File: config.mk
export PLATFORM = sky130hd
export DESIGN_NAME = tks_select
export DESIGN_NICKNAME = d
export VERILOG_FILES = /design/src/rtl/tks_pkg.sv /design/src/rtl/tks_sorter.sv /design/src/rtl/tks_thresh.sv /design/src/rtl/tks_ctrl.sv /design/src/rtl/tks_select.sv
export SDC_FILE = /design/constraint.sdc
export NUM_CORES = 1
export LEC_CHECK = 0
export BUFFER_PORTS_ARGS = -buffer_cell sky130_fd_sc_hd__buf_4
export CAP_MARGIN = 20
export CORE_MARGIN = 3
export CORE_UTILIZATION = 60
export DETAILED_ROUTE_END_ITERATION = 6
export PLACE_DENSITY_LB_ADDON = 0.15
export SKIP_CTS_REPAIR_TIMING = 1
export SLEW_MARGIN = 20
export SYNTH_ARGS = -nofsm -noshare
export SYNTH_HDL_FRONTEND = slang
export SYNTH_SLANG_ARGS = --single-unit
export TNS_END_PERCENT = 5
File: constraint.sdc
create_clock -name clk -period 3.4 [get_ports clk]
set_input_delay 0.17 -clock clk [delete_from_list [all_inputs] [get_ports clk]]
set_output_delay 0.17 -clock clk [all_outputs]
set_load 0.01 [all_outputs]
File: src/rtl/tks_pkg.sv
package tks_pkg;
   typedef enum logic [1:0] {
      PH_IDLE   = 2'd0,
      PH_SAMPLE = 2'd1,
      PH_SCAN   = 2'd2
   } tks_phase_e;
endpackage

File: src/rtl/tks_sorter.sv
// Parallel insertion array: slot 0 holds the largest priority seen so far.
// Every slot compares against the incoming sample in the same cycle.
module tks_sorter #(
   parameter int K_MAX = 4,
   parameter int PRI_W = 8
) (
   input  logic                   clk,
   input  logic                   rst_n,
   input  logic                   clr,
   input  logic                   ins,
   input  logic [PRI_W-1:0]       ins_pri,
   output logic [K_MAX*PRI_W-1:0] slot_pri,
   output logic [K_MAX-1:0]       slot_vld
);
   logic [PRI_W-1:0] pri_q [K_MAX];
   logic [K_MAX-1:0] vld_q;
   logic [K_MAX-1:0] beats;   // new sample belongs at or above this slot

   for (genvar i = 0; i < K_MAX; i++) begin : g_slot
      assign beats[i] = !vld_q[i] || (ins_pri > pri_q[i]);
      assign slot_pri[i*PRI_W +: PRI_W] = pri_q[i];

      if (i == 0) begin : g_head
         always_ff @(posedge clk or negedge rst_n) begin
            if (!rst_n) begin
               pri_q[i] <= '0;
               vld_q[i] <= 1'b0;
            end else if (clr) begin
               vld_q[i] <= 1'b0;
            end else if (ins && beats[i]) begin
               pri_q[i] <= ins_pri;
               vld_q[i] <= 1'b1;
            end
         end
      end else begin : g_body
         always_ff @(posedge clk or negedge rst_n) begin
            if (!rst_n) begin
               pri_q[i] <= '0;
               vld_q[i] <= 1'b0;
            end else if (clr) begin
               vld_q[i] <= 1'b0;
            end else if (ins) begin
               if (beats[i-1]) begin
                  pri_q[i] <= pri_q[i-1];
                  vld_q[i] <= vld_q[i-1];
               end else if (beats[i]) begin
                  pri_q[i] <= ins_pri;
                  vld_q[i] <= 1'b1;
               end
            end
         end
      end
   end

   assign slot_vld = vld_q;
endmodule

File: src/rtl/tks_thresh.sv
// Picks the lowest filled slot within the first k_eff slots.
module tks_thresh #(
   parameter int K_MAX = 4,
   parameter int PRI_W = 8,
   parameter int KW    = 3
) (
   input  logic [K_MAX*PRI_W-1:0] slot_pri,
   input  logic [K_MAX-1:0]       slot_vld,
   input  logic [KW-1:0]          k_eff,
   output logic [PRI_W-1:0]       thr
);
   always_comb begin
      thr = '0;
      for (int i = 0; i < K_MAX; i++) begin
         if (slot_vld[i] && (i < int'(k_eff)))
            thr = slot_pri[i*PRI_W +: PRI_W];
      end
   end
endmodule

File: src/rtl/tks_ctrl.sv
module tks_ctrl
   import tks_pkg::*;
#(
   parameter int CNT_W = 12
) (
   input  logic             clk,
   input  logic             rst_n,
   input  logic             start,
   input  logic             in_valid,
   input  logic [CNT_W-1:0] cfg_s,
   input  logic [CNT_W-1:0] cfg_n,
   output tks_phase_e       phase,
   output logic [CNT_W-1:0] beat_cnt,
   output logic             load,
   output logic             smp_fire,
   output logic             scan_fire,
   output logic             in_ready,
   output logic             done
);
   logic [CNT_W-1:0] s_q, n_q;

   assign in_ready  = (phase != PH_IDLE);
   assign load      = (phase == PH_IDLE) && start;
   assign smp_fire  = (phase == PH_SAMPLE) && in_valid;
   assign scan_fire = (phase == PH_SCAN) && in_valid;

   always_ff @(posedge clk or negedge rst_n) begin
      if (!rst_n) begin
         phase    <= PH_IDLE;
         beat_cnt <= '0;
         s_q      <= '0;
         n_q      <= '0;
         done     <= 1'b0;
      end else begin
         unique case (phase)
            PH_IDLE: if (start) begin
               s_q      <= cfg_s;
               n_q      <= cfg_n;
               beat_cnt <= '0;
               done     <= 1'b0;
               phase    <= PH_SAMPLE;
            end
            PH_SAMPLE: if (in_valid) begin
               if (beat_cnt == s_q - 1'b1) begin
                  beat_cnt <= '0;
                  phase    <= PH_SCAN;
               end else begin
                  beat_cnt <= beat_cnt + 1'b1;
               end
            end
            PH_SCAN: if (in_valid) begin
               if (beat_cnt == n_q - 1'b1) begin
                  beat_cnt <= '0;
                  done     <= 1'b1;
                  phase    <= PH_IDLE;
               end else begin
                  beat_cnt <= beat_cnt + 1'b1;
               end
            end
            default: phase <= PH_IDLE;
         endcase
      end
   end
endmodule

File: src/rtl/tks_select.sv
module tks_select
   import tks_pkg::*;
#(
   parameter int K_MAX = 4,
   parameter int KEY_W = 8,
   parameter int PRI_W = 8,
   parameter int CNT_W = 12,
   localparam int KW   = $clog2(K_MAX + 1)
) (
   input  logic             clk,
   input  logic             rst_n,
   input  logic             start,
   input  logic [KW-1:0]    cfg_k,
   input  logic [CNT_W-1:0] cfg_s,
   input  logic [CNT_W-1:0] cfg_n,
   input  logic             in_valid,
   output logic             in_ready,
   input  logic [KEY_W-1:0] in_key,
   input  logic [PRI_W-1:0] in_pri,
   output logic             out_valid,
   output logic [KEY_W-1:0] out_key,
   output logic             done
);
   initial begin : p_elab
      assert (K_MAX >= 1) else $error("K_MAX must be at least 1");
      assert (PRI_W >= 1 && KEY_W >= 1) else $error("widths must be positive");
      assert (CNT_W >= 2) else $error("CNT_W too small");
   end

   tks_phase_e             phase;
   logic [CNT_W-1:0]       beat_cnt;
   logic                   load, smp_fire, scan_fire;
   logic [K_MAX*PRI_W-1:0] slot_pri;
   logic [K_MAX-1:0]       slot_vld;
   logic [KW-1:0]          k_q, k_clamped;
   logic [PRI_W-1:0]       thr;

   always_comb begin
      if (cfg_k == '0)                 k_clamped = KW'(1);
      else if (int'(cfg_k) > K_MAX)    k_clamped = KW'(K_MAX);
      else                             k_clamped = cfg_k;
   end

   tks_ctrl #(.CNT_W(CNT_W)) u_ctrl (
      .clk(clk), .rst_n(rst_n), .start(start), .in_valid(in_valid),
      .cfg_s(cfg_s), .cfg_n(cfg_n), .phase(phase), .beat_cnt(beat_cnt),
      .load(load), .smp_fire(smp_fire), .scan_fire(scan_fire),
      .in_ready(in_ready), .done(done)
   );

   tks_sorter #(.K_MAX(K_MAX), .PRI_W(PRI_W)) u_sorter (
      .clk(clk), .rst_n(rst_n), .clr(load), .ins(smp_fire),
      .ins_pri(in_pri), .slot_pri(slot_pri), .slot_vld(slot_vld)
   );

   tks_thresh #(.K_MAX(K_MAX), .PRI_W(PRI_W), .KW(KW)) u_thresh (
      .slot_pri(slot_pri), .slot_vld(slot_vld), .k_eff(k_q), .thr(thr)
   );

   always_ff @(posedge clk or negedge rst_n) begin
      if (!rst_n) begin
         k_q       <= KW'(1);
         out_valid <= 1'b0;
         out_key   <= '0;
      end else begin
         if (load) k_q <= k_clamped;
         out_valid <= scan_fire && (in_pri > thr);
         if (scan_fire) out_key <= in_key;
      end
   end
endmodule

## Yosys cells after proc, flatten, opt, wreduce, memory -nomap -nowiden

Cells that the tools add are included.

| storage, ports and cells | value |
|---|---|
| register bits after elaboration | 87 |
| bits in latches | 0 |
| RAM bits | 0 |
| ROM bits | 0 |
| input port bits | 47 |
| output and inout bits | 11 |
| memories | 0 |

| cells by class | value |
|---|---|
| add/subtract/negate cells | 3 |
| $mul | 0 |
| divide/modulo/power cells | 0 |
| $lt $le $gt $ge | 10 |
| eq/ne operators | 9 |
| shift operators | 0 |
| multiplexer cells | 42 |
| bitwise gates (word level) | 1 |
| reduce and logical (&&, ||, !) cells | 41 |

Operators by type and width:

| cell | number |
|---|---|
| $mux W8 | 10 |
| $mux W12 | 5 |
| $gt A8 B8 Y1 | 5 |
| $pmux W12 S3 | 1 |
| $eq A12 B12 Y1 | 2 |
| $sub A12 B1 Y12 const B | 2 |
| $mux W1 | 17 |
| $reduce_bool A2 Y1 | 7 |
| $add A12 B1 Y12 const B | 1 |
| $reduce_bool A3 Y1 | 4 |
| $mux W2 | 5 |
| $ne A2 B2 Y1 const B | 5 |
| $reduce_and A2 Y1 | 5 |
| $logic_and A1 B1 Y1 | 9 |
| $reduce_and A3 Y1 | 3 |
| $reduce_and A4 Y1 | 2 |
| $lt A1 B3 Y1 const A | 2 |
| $lt A2 B3 Y1 const A | 2 |
| $mux W3 | 2 |
| $pmux W2 S3 | 1 |
| $reduce_and A5 Y1 | 1 |
| $logic_not A1 Y1 | 4 |
| $logic_or A1 B1 Y1 | 4 |
| $gt A3 B3 Y1 const B | 1 |
| 6 further kinds | 6 |

## Longest topological paths before layout

| depth | value |
|---|---|
| depth after elaboration | 8 |
| mapped depth | 15 |
| gate-level depth less buffers | 14 |

## Cells and area by module

Synthesis repeated with hierarchy kept, for this count alone.

| second synthesis, totals | value |
|---|---|
| cell total of the unflattened synthesis | 679 |
| area total of the unflattened synthesis | 6314.8 µm² |

Modules (own cells, without submodules):

| module | times used | cells an instance | area an instance (µm²) | sequential area each (µm²) |
|---|---|---|---|---|
| tks_sorter | 1 | 286 | 2595.0 | 900.9 |
| tks_ctrl | 1 | 268 | 2580.0 | 975.9 |
| tks_select | 1 | 56 | 669.4 | 301.5 |
| tks_thresh | 1 | 69 | 470.5 | 0.0 |

## Worst setup path before layout

OpenSTA, ideal clock, no wires.

| path | value |
|---|---|
| kind | register to register |
| from | register u_ctrl.n_q[3] |
| to | register u_ctrl.beat_cnt[8] |
| setup time | 0.104 ns |
| arrival | 2.808 ns |
| data required time | 3.296 ns |
| setup slack | 0.488 ns |
| cell stages (with the launch flop) | 12 |
| path buffers | 3 |
| cell sequence | dfrtp_1 -> buf_6 -> or4_1 -> buf_2 -> o31a_1 -> o211a_1 -> or3_1 -> a41o_1 -> a21oi_2 -> nand2b_1 -> buf_2 -> o41ai_2 |

| on the way | value |
|---|---|
| word-level cells in the longest chain between the ends | 5 |

RTL lines:

| what | line | text |
|---|---|---|
| start: declaration | tks_ctrl.sv:20 | `logic [CNT_W-1:0] s_q, n_q;` |
| start signal: assignment | tks_ctrl.sv:38 | `n_q <= cfg_n;` |
| $sub A12 B1 Y12 | tks_ctrl.sv:52 | `if (beat_cnt == n_q - 1'b1) begin` |
| $eq A12 B12 Y1 | tks_ctrl.sv:52 |  |
| $mux W12 | tks_ctrl.sv:52 |  |
| $mux W12 | tks_ctrl.sv:51 | `PH_SCAN: if (in_valid) begin` |
| $pmux W12 S3 | tks_ctrl.sv:35 | `unique case (phase)` |
| end signal: assignment | tks_ctrl.sv:48 | `beat_cnt <= beat_cnt + 1'b1;` |
| end signal: assignment | tks_ctrl.sv:57 | `beat_cnt <= beat_cnt + 1'b1;` |
| end: declaration | tks_ctrl.sv:13 | `output logic [CNT_W-1:0] beat_cnt,` |

No other way between the ends. The select of a mux whose other input is x is not followed.
A chain may end at the register's enable or synchronous reset.

## Final worst setup path

Ends and elaborated chain as after synthesis.

==> results by group <==
GRT
  • Initial antenna violation count: 1
  • GR Overflow Total: 0
  • Tot GR Track Use: about a quarter
  • First-pass GRT wire length: 24.2 mm
  • Pin count of the biggest net entering global routing: 78
  • Number of global-route vias before repair: between 5,000 and 6,000

Place
  • DP HPWL: 10.6 mm
  • RePlAce Congestion: a little under 0.9
  • PortBufs: 57

STA
  • Unrepaired setup endpoints after global routing: no
  • Final hold violations: 42
  • Worst-Margin Slew: just over 1 ns
  • Rel. slew slack: between 30% and 40%
  • Fin Hold WS: -0.0711 ns
  • Highest clock rate: between 300 and 400 MHz
  • Setup TNS: 0 ns
  • Slew Viols, Final: 0
  • Worst Skew: 0.00974 ns
  • Period minus WS final: 3.19 ns
  • Final period utilization: a little over nine tenths
  • Final setup fails: 0

Synth
  • Syn Nets: ~760
  • Synth Instances: 667
  • Syn. warnings: 0
  • Post-synthesis register bit count: 87
  • Synth unique cells: about 60
  • Synthesized area per cell: 9.00 um^2
  • Synthesized area: between 0.006 and 0.007 mm^2
  • Main flop type after synthesis: dfrtp_1
  • Seq/Total Area, Yosys: between 30 and 40%
  • EDFF count, synth: 0
  • Ys async rst share: 100%

Outcome
  • Failing checks: hold timing
  • Status: complete, but fails checks

Final layout
  • Layout area overhead: 13.4%
  • Fillers: 782
  • Nets@finish: a little over 800
  • Share of cells above drive strength 1: about 17%
  • Antenna diodes: 0

Floorplan
  • Core Area: between 0.009 and 0.01 mm^2
  • Die Y: about 110 um
  • IO Pins: between 50 and 60
  • FP Rows: 35
  • Die W: about 110 um
  • Full die area: about 0.011 mm^2
  • Initial core utilization: a little under two thirds

Clocking
  • TritonCTS clock tree: done
  • Clock Tree Root: clkbuf_8
  • CTS Sinks: between 80 and 90
  • H-tree depth: 3
  • CTS Buf Count: 9
  • CTS max path bufs: 2
  • Clock transition at path regs: 0.09 ns
  • Clk_lat worst skew: 0.36 ns

Routing
  • DR pass1 iterations: 6
  • Routed len/inst: approximately 17 um
  • Routed WL: between 10 and 15 mm
  • Remaining DRCs: 0
  • Vias/cell: around 6
  • Antenna viol nets, final: 0
  • Vias: 5,094
  • Starting DRT DRC Count: between 300 and 400

Pwr
  • Lkg Pwr: approximately 3.3 nW
  • Power Density: between 700 and 800 mW/mm^2
  • Max VDD drop: 0.380 mV

Worst hold path
  • Worst hold-check path type: in -> async

Critical path
  • Data arrival, critical path: around 3.5 ns
  • Crit path capture type: flip-flop
  • Critical Path Fanout Max: 10
  • Element type at the critical path start: flip-flop
  • WP data required: 3.67 ns
  • CP Class: reg -> reg

Flow run
  • Max-cap violations: 0
[path summary, 6_finish.rpt]
path	slack (ns)	cells past startpoint	startpoint	endpoint
min in group clk	0	3	cfg_n[8]	u_ctrl.n_q[8]
max in group asynchronous	2.63	2	rst_n	u_ctrl.beat_cnt[4]
setup / recovery	0.21	8	u_ctrl.n_q[3]	u_ctrl.beat_cnt[8]
hold reg to reg	0.51	2	k_q[0]	k_q[0]
hold / removal	-0.07	1	rst_n	out_valid
setup reg to reg	0.21	8	u_ctrl.n_q[3]	u_ctrl.beat_cnt[8]
[stage by stage]
step	cells	total power [mW]	instance area, um^2	util [%]	setup WS (ns)
global placement	827	4.34	6520	68.9	0.282
detailed placement	827	4.49	6520	68.9	0.194
global route	848	5.82	6810	72.0	0.0299
floorplan	667	3.79	6000	-	0.488
CTS	841	5.33	6740	71.2	0.167
finish	848	5.36	6810	72.0	0.212
[state kept, by name (all words and copies together) (netlist names)]
register           cells
u_sorter.slot_pri     32
u_ctrl.beat_cnt       12
u_ctrl.n_q            12
u_ctrl.s_q            12
out_key                8
u_sorter.slot_vld      4
k_q                    3
u_ctrl.phase           2
out_valid              1
u_ctrl.done            1
[synth_stat cells (all sizes together), types with 6 or more instances]
master,count,area share (%)
xnor2,12,1.8
nand2,96,6.0
a21oi,31,2.6
mux2,21,3.9
nor2,19,1.2
nand3,13,1.1
a211oi,13,1.6
dfrtp,86,36
xor2,8,1.2
ha,47,9.8
inv,51,3.2
mux2i,42,7.0
nor4,11,1.1
nand2b,14,1.5
o21ai,31,2.6
o211ai,6,0.75
a21o,15,1.9
nor2b,10,1.0
or2,9,0.94
buf,11,0.88
nand4,13,1.4
or3,8,0.83
a22oi,8,1.0
clkbuf,24,1.5
[area by class of cell]
type | count | area (um^2) | share of cell area, %
timing repair buffer | 73 | 566 | 8.31
multi-input combinational | 494 | 3490 | 51.3
tap | 129 | 161 | 2.37
clock inverter | 3 | 67.6 | 0.992
inverter | 51 | 191 | 2.81
clock buffer | 11 | 151 | 2.22
sequential | 87 | 2180 | 32.0
[cells by family after synthesis]
kind of cell | Yosys count | synth area share (%)
simple gates | 217 | 18.0
compound gates | 147 | 16.5
flops | 87 | 36.3
buf+inv | 86 | 5.56
mux | 63 | 10.9
fa+ha+maj | 47 | 9.80
xor+xnor | 20 | 2.92
[layout by cell type, fill, tap and decap left out, types with 11 or more instances in the layout]
cell,netlist,routed
a21o_1,15,15
nand3_1,13,13
nand4_1,13,13
buf_4,0,66
inv_1,51,51
ha_1,47,47
o21ai_0,31,31
a21oi_1,30,30
nor2_1,19,19
nand2b_1,14,14
mux2_2,21,21
xnor2_1,12,12
nor4_1,11,11
dfrtp_1,86,86
nand2_1,96,96
mux2i_1,42,42
clkbuf_8,0,11
a211oi_1,13,13
[report_power, final]
part           switching (mW)  total (mW)  internal [mW]
clock network           0.375       0.821          0.446
registers               0.457        1.89           1.43
logic                    1.45        2.65           1.20
total                    2.28        5.36           3.08
[metal layers]
layer / share of wire [%] / vias up / wire, um / track usage, %
met4: 0.96 / 2 / 139 / 7.03
met1: 48 / 2445 / 6990 / 39.6
met3: 5.9 / 18 / 859 / 5.40
met5: 0.090 / - / 13 / 0
li1: - / 2475 / - / -
met2: 45 / 154 / 6480 / 39.7
[worst max-delay path, cell delays in order (launching register included)]
cell and delay, ns:
dfrtp_1 0.49, or4_1 0.68, o31a_1 0.34, o211a_1 0.22
or3_1 0.38, a41o_1 0.24, a21oi_2 0.16, nand2b_1 0.24
o41ai_2 0.36
Power figures use the tool's default switching activity.
